--- src/rtl/cpu_regfile.sv ---
module cpu_regfile #(
  parameter int BW = 8
) (
  input  logic            clk,
  input  logic            rst_n,
  input  logic [3:0]      brd_sel,
  output logic [BW-1:0]   brd_data,
  input  logic            bwr_en,
  input  logic [3:0]      bwr_sel,
  input  logic [BW-1:0]   bwr_data,
  input  logic [3:0]      prd_sel,
  output logic [2*BW-1:0] prd_data,
  input  logic            pwr_en,
  input  logic [3:0]      pwr_sel,
  input  logic [2*BW-1:0] pwr_data,
  input  logic            cp_en,
  input  logic [3:0]      cp_src,
  input  logic [3:0]      cp_dst,
  input  logic [3:0]      adr_sel,
  output logic [2*BW-1:0] adr_out,
  input  logic            step_en,
  input  logic            step_down,
  input  logic            flip_set,
  input  logic            flip_idx
);
  localparam int PW   = 2 * BW;
  localparam int NPHY = 14;
  typedef logic [$clog2(NPHY+1)-1:0] idx_t;
  localparam idx_t NONE = idx_t'(NPHY);

  logic [PW-1:0] rf  [NPHY];
  logic [PW-1:0] nxt [NPHY];
  logic set_q, idx_q;

  function automatic idx_t phys(input logic [3:0] c, input logic s, input logic x);
    case (c)
      4'd0, 4'd1, 4'd2, 4'd3: phys = idx_t'({s, c[1:0]});
      4'd4:    phys = x ? idx_t'(9) : idx_t'(8);
      4'd5:    phys = x ? idx_t'(8) : idx_t'(9);
      4'd6:    phys = idx_t'(11);
      4'd7:    phys = idx_t'(10);
      4'd8:    phys = idx_t'(12);
      4'd9:    phys = idx_t'(13);
      default: phys = NONE;
    endcase
  endfunction

  function automatic logic [PW-1:0] rd(input idx_t i);
    return (i < NONE) ? rf[i] : '0;
  endfunction

  function automatic logic hi_half(input logic [3:0] c);
    return (c[3:1] == 3'd3) ? c[0] : ~c[0];
  endfunction

  idx_t br_i, bw_i, pr_i, pw_i, cs_i, cd_i, st_i;
  logic [PW-1:0] br_w, cp_val, step_val;

  assign br_i = phys({1'b0, brd_sel[3:1]}, set_q, idx_q);
  assign bw_i = phys({1'b0, bwr_sel[3:1]}, set_q, idx_q);
  assign pr_i = phys(prd_sel, set_q, idx_q);
  assign pw_i = phys(pwr_sel, set_q, idx_q);
  assign cs_i = phys(cp_src, set_q, idx_q);
  assign cd_i = phys(cp_dst, set_q, idx_q);
  assign st_i = phys(adr_sel, set_q, idx_q);

  assign br_w     = rd(br_i);
  assign brd_data = hi_half(brd_sel) ? br_w[PW-1:BW] : br_w[BW-1:0];
  assign prd_data = rd(pr_i);
  assign adr_out  = rd(st_i);
  assign cp_val   = rd(cs_i);
  assign step_val = step_down ? adr_out - 1'b1 : adr_out + 1'b1;

  always_comb begin
    for (int i = 0; i < NPHY; i++) begin
      nxt[i] = rf[i];
      if (bwr_en && bw_i == idx_t'(i)) begin
        if (hi_half(bwr_sel)) nxt[i][PW-1:BW] = bwr_data;
        else                  nxt[i][BW-1:0]  = bwr_data;
      end
      if (step_en && st_i == idx_t'(i)) nxt[i] = step_val;
      if (cp_en && cs_i != NONE && cd_i == idx_t'(i)) nxt[i] = cp_val;
      if (pwr_en && pw_i == idx_t'(i)) nxt[i] = pwr_data;
    end
  end

  always_ff @(posedge clk) begin
    for (int i = 0; i < NPHY; i++) rf[i] <= nxt[i];
  end

  always_ff @(posedge clk or negedge rst_n) begin
    if (!rst_n) begin
      set_q <= 1'b0;
      idx_q <= 1'b0;
    end else begin
      set_q <= set_q ^ flip_set;
      idx_q <= idx_q ^ flip_idx;
    end
  end

  p_set_flip_r3: assert property (@(posedge clk) disable iff (!rst_n)
    flip_set |=> set_q != $past(set_q));
  p_set_hold_r9: assert property (@(posedge clk) disable iff (!rst_n)
    !flip_set |=> $stable(set_q));
  p_idx_flip_r4: assert property (@(posedge clk) disable iff (!rst_n)
    flip_idx |=> idx_q != $past(idx_q));
  p_pair_wins_r8: assert property (@(posedge clk) disable iff (!rst_n)
    (pwr_en && pw_i != NONE) |=> rf[$past(pw_i)] == $past(pwr_data));
  p_copy_r6: assert property (@(posedge clk) disable iff (!rst_n)
    (cp_en && cs_i != NONE && cd_i != NONE && !(pwr_en && pw_i == cd_i))
    |=> rf[$past(cd_i)] == $past(cp_val));
  p_step_r7: assert property (@(posedge clk) disable iff (!rst_n)
    (step_en && st_i != NONE && !(pwr_en && pw_i == st_i) &&
     !(cp_en && cs_i != NONE && cd_i == st_i))
    |=> rf[$past(st_i)] == $past(step_val));
endmodule

--- config.mk ---
export PLATFORM = sky130hd
export DESIGN_NAME = cpu_regfile
export DESIGN_NICKNAME = d
export VERILOG_FILES = /design/src/rtl/cpu_regfile.sv
export SDC_FILE = /design/constraint.sdc
export NUM_CORES = 1
export LEC_CHECK = 0
export ABC_CLOCK_PERIOD_IN_PS = 7200
export BUFFER_PORTS_ARGS = -buffer_cell sky130_fd_sc_hd__clkbuf_2
export CORE_ASPECT_RATIO = 1.2
export CORE_MARGIN = 5
export CORE_UTILIZATION = 38
export DETAILED_ROUTE_END_ITERATION = 16
export PLACE_DENSITY = 0.52
export SLEW_MARGIN = 20
export SYNTH_ARGS = -nofsm -noshare
export SYNTH_HDL_FRONTEND = slang
export SYNTH_SLANG_ARGS = --single-unit
--- constraint.sdc ---
create_clock -name clk -period 7.2 [get_ports clk]
set_input_delay 0.72 -clock clk [delete_from_list [all_inputs] [get_ports clk]]
set_output_delay 0.72 -clock clk [all_outputs]
set_load 0.02 [all_outputs]
==> flow_summary.json <==
{
  "final_max_slew_viol_count": 0,
  "timing.final.crit_share": 0.877,
  "synthFlopType": "edfxtp_1",
  "syn_nets": 2454,
  "crit_fanout": 50,
  "final_cell_mix": "nand2_1, nor2_1, edfxtp_1, a21oi_1, o21ai_0",
  "die_area_sq_mm": 0.0623,
  "cap_violations": 0,
  "cts_tree": "done",
  "fin_nets": 2461,
  "area_delta_synth_final_pct": 10.6,
  "synth.avg_cell_area_sq_um": 9.18,
  "cts.clk_slew.worst_paths_ps": 60,
  "dieHeight_microns": 272,
  "fillers": 5527,
  "critPathTopFamily": "simple AND/OR/NAND/NOR gates",
  "insertion_delay_ps": 590,
  "synth.area.top_cells": "edfxtp_1, mux4_2, nand2_1",
  "cts-root-buf": "clkbuf_16",
  "yosysWarnings": 0,
  "slowest_delay_ps": 550,
  "netlist_area_sq_mm": 0.0218,
  "cts_setup_buffers": 0,
  "p_total_mw": 6.08,
  "grt_overflow": 0,
  "crit_start": "idx_q",
  "leakage_nw": 8.88,
  "finClkSkew_ps": 20.3,
  "numPortBuffers": 100,
  "h-tree-depth": 1,
  "core-area_sq_mm": 0.0571,
  "die_w_microns": 229,
  "netlist.area_leader.share": 0.308,
  "antenna_found_initial": 4,
  "r2r-end": "rf[12][7]",
  "yosys.cell_types.count": 82,
  "io_pins": 101,
  "outcome": "finished clean",
  "synth_edf_count": 224,
  "grt_max_degree": 51,
  "cp_cell_sequence": "buf_4 > or2_2 > nand3_1 > nand2_4 > buf_12 > mux4_2 > mux2i_1 > a221oi_1 > ha_1 > nor3_1 > or2_2 > nor2_1 > o221ai_1 > nor4_2 > buf_4 > buf_4 > nand2_1 > o2bb2ai_1 > a21oi_1",
  "rows": 96,
  "cts_buffer_depth": 3,
  "crit_type": "flip-flop to flip-flop",
  "wirelength_microns": 128000,
  "setup_viol": 0,
  "vias": 23300,
  "cts_sinks": 226,
  "first_pass_iters": 10,
  "cts_resized": 0,
  "crit_top_cell": "buf_4",
  "numCtsBuffers": 29,
  "worstHoldPathType": "input port to flip-flop",
  "rrSetupSlack_ps": 880,
  "ys_seq_area_frac": 0.311,
  "hold_buffers": 1,
  "r2r_cells": 19,
  "vdd_drop_max_v": 0.000164,
  "hpwl_microns": 93900,
  "via_per_inst": 7.40,
  "grt_use_total": 0.392,
  "powerDensity_mw_per_mm2": 252,
  "ys_ff_latch": 226,
  "drtIter0Drc": 4635,
  "grt_pass1_vias": 21200,
  "drc_errors": 0,
  "rsz0062_at_grt": "no",
  "grt_first_pass_wirelength_microns": 173000,
  "synthesis.instances": 2378,
  "min_to": "set_q",
  "final_common_cell": "nand2_1",
  "cp-end-kind": "flip-flop",
  "drive_gt1_frac": 0.199,
  "synth_top_cell_by_area": "edfxtp_1",
  "min_from": "flip_set",
  "wl_per_cell_microns": 40.6,
  "relSlewSlack": 0.186,
  "initial_core_util": 0.382,
  "place.gp.congestion": 1.04,
  "worstMarginPinSlew_ps": 1220,
  "hold_path_depth": 2,
  "crit_slowest_cell": "dfrtp_1",
  "tns_ps": 0,
  "fmaxAchievable_mhz": 158,
  "fin_crit_ps": 6320,
  "crit_arrival_ps": 6730,
  "finalHoldViolCount": 0,
  "startpoint_type": "flip-flop",
  "synth-async-reset-ratio": 0.00885,
  "worst_ep_required_time_ps": 7610,
  "cp_num_buf_inv": 4,
  "final_antenna_net_count": 0,
  "reg2reg_from": "idx_q"
}
## worst register-to-register path, cell delays in order, from the launching register on
cell       delay [ps]
dfrtp_1           550
buf_4             330
or2_2             170
nand3_1           180
nand2_4           380
buf_12            370
mux4_2            570
mux2i_1           500
a221oi_1          280
ha_1              440
nor3_1             80
or2_2             320
nor2_1            310
o221ai_1          190
nor4_2            510
buf_4             330
buf_4             240
nand2_1            70
o2bb2ai_1         150
a21oi_1           170
## kinds of logic (layout without fill, tap and decap cells)
group           after synthesis  in the layout  share of synthesized area
simple gates                775            775                      0.152
other cells                   0              2                          0
flops                       226            226                      0.311
buf+inv                     242            272                     0.0470
xor+xnor                     25             25                     0.0100
fa+ha+maj                    15             15                    0.00895
compound gates              805            805                      0.244
mux                         290            290                      0.227
## how the worst max path moves through the flow
stage                endpoint  slack [ps]  cells after the start
floorplan           rf[8][15]        1780                     22
global placement    rf[13][7]         820                     19
detailed placement  rf[12][7]         750                     19
CTS                 rf[12][7]        1010                     19
global route        rf[12][7]         700                     19
finish              rf[12][7]         880                     19
## sequential cells by signal (all words and copies together) (netlist names)
| name | count |
|---|---|
| idx_q | 1 |
| rf | 224 |
| set_q | 1 |
## where the power goes
group	total [mW]	switching (mW)	internal, mW
Clock	1.48	0.656	0.824
Combinational	2.85	1.97	0.882
Sequential	1.75	0.179	1.57
Total	6.08	2.80	3.28
## layout make-up
cell class                      instances  area (sq um)  area share
Antenna cell                            2          5.00    0.000207
Clock buffer                           33           741      0.0307
Clock inverter                         21           194     0.00803
Inverter                               16          60.1     0.00249
Multi-Input combinational cell       1910         14100       0.585
Sequential cell                       226          6780       0.281
Tap cell                              735           920      0.0381
Timing Repair Buffer                  202          1310      0.0542
## metal layers
metal / GRT usage / routed length (microns) / up-vias / share of wire
met4: 0.226 / 9960 / 0 / 0.078
met3: 0.134 / 20400 / 417 / 0.16
met2: 0.545 / 50600 / 2234 / 0.40
li1: - / - / 9284 / -
met5: 0 / 0 / - / 0
met1: 0.530 / 46700 / 11300 / 0.37
## cell usage after synthesis (all sizes together), types with 7 or more instances
library cell / number
nand3: 39
nand2b: 17
a31o: 11
o31ai: 14
nor2b: 9
mux2i: 120
inv: 16
a22o: 13
nand4: 7
ha: 14
a21oi: 212
o211ai: 10
o21ai: 172
a311oi: 45
a222oi: 10
a211oi: 48
and2: 18
a21boi: 19
o22ai: 60
o221ai: 7
a221oi: 19
a22oi: 27
or2: 13
edfxtp: 224
a21o: 19
xor2: 16
a31oi: 30
or3: 15
nor3: 21
clkbuf: 151
nand2: 342
nor2: 265
o211a: 19
o21a: 16
mux2: 8
o2bb2ai: 17
buf: 75
mux4: 162
xnor2: 9
a221o: 10
## per-stage QoR
step            util  hold slack [ps]  instance area [sq um]  cells  setup WS, ps
2_1_floorplan      -              424                  21800   2378          1780
3_3_place_gp   0.406              508                  23200   3088           815
3_5_place_dp   0.406              508                  23200   3088           747
4_1_cts        0.423              300                  24100   3143          1010
5_1_grt        0.423              304                  24100   3143           699
6_report       0.423              317                  24100   3145           883
No activity file was read; power rests on OpenSTA's default activity.
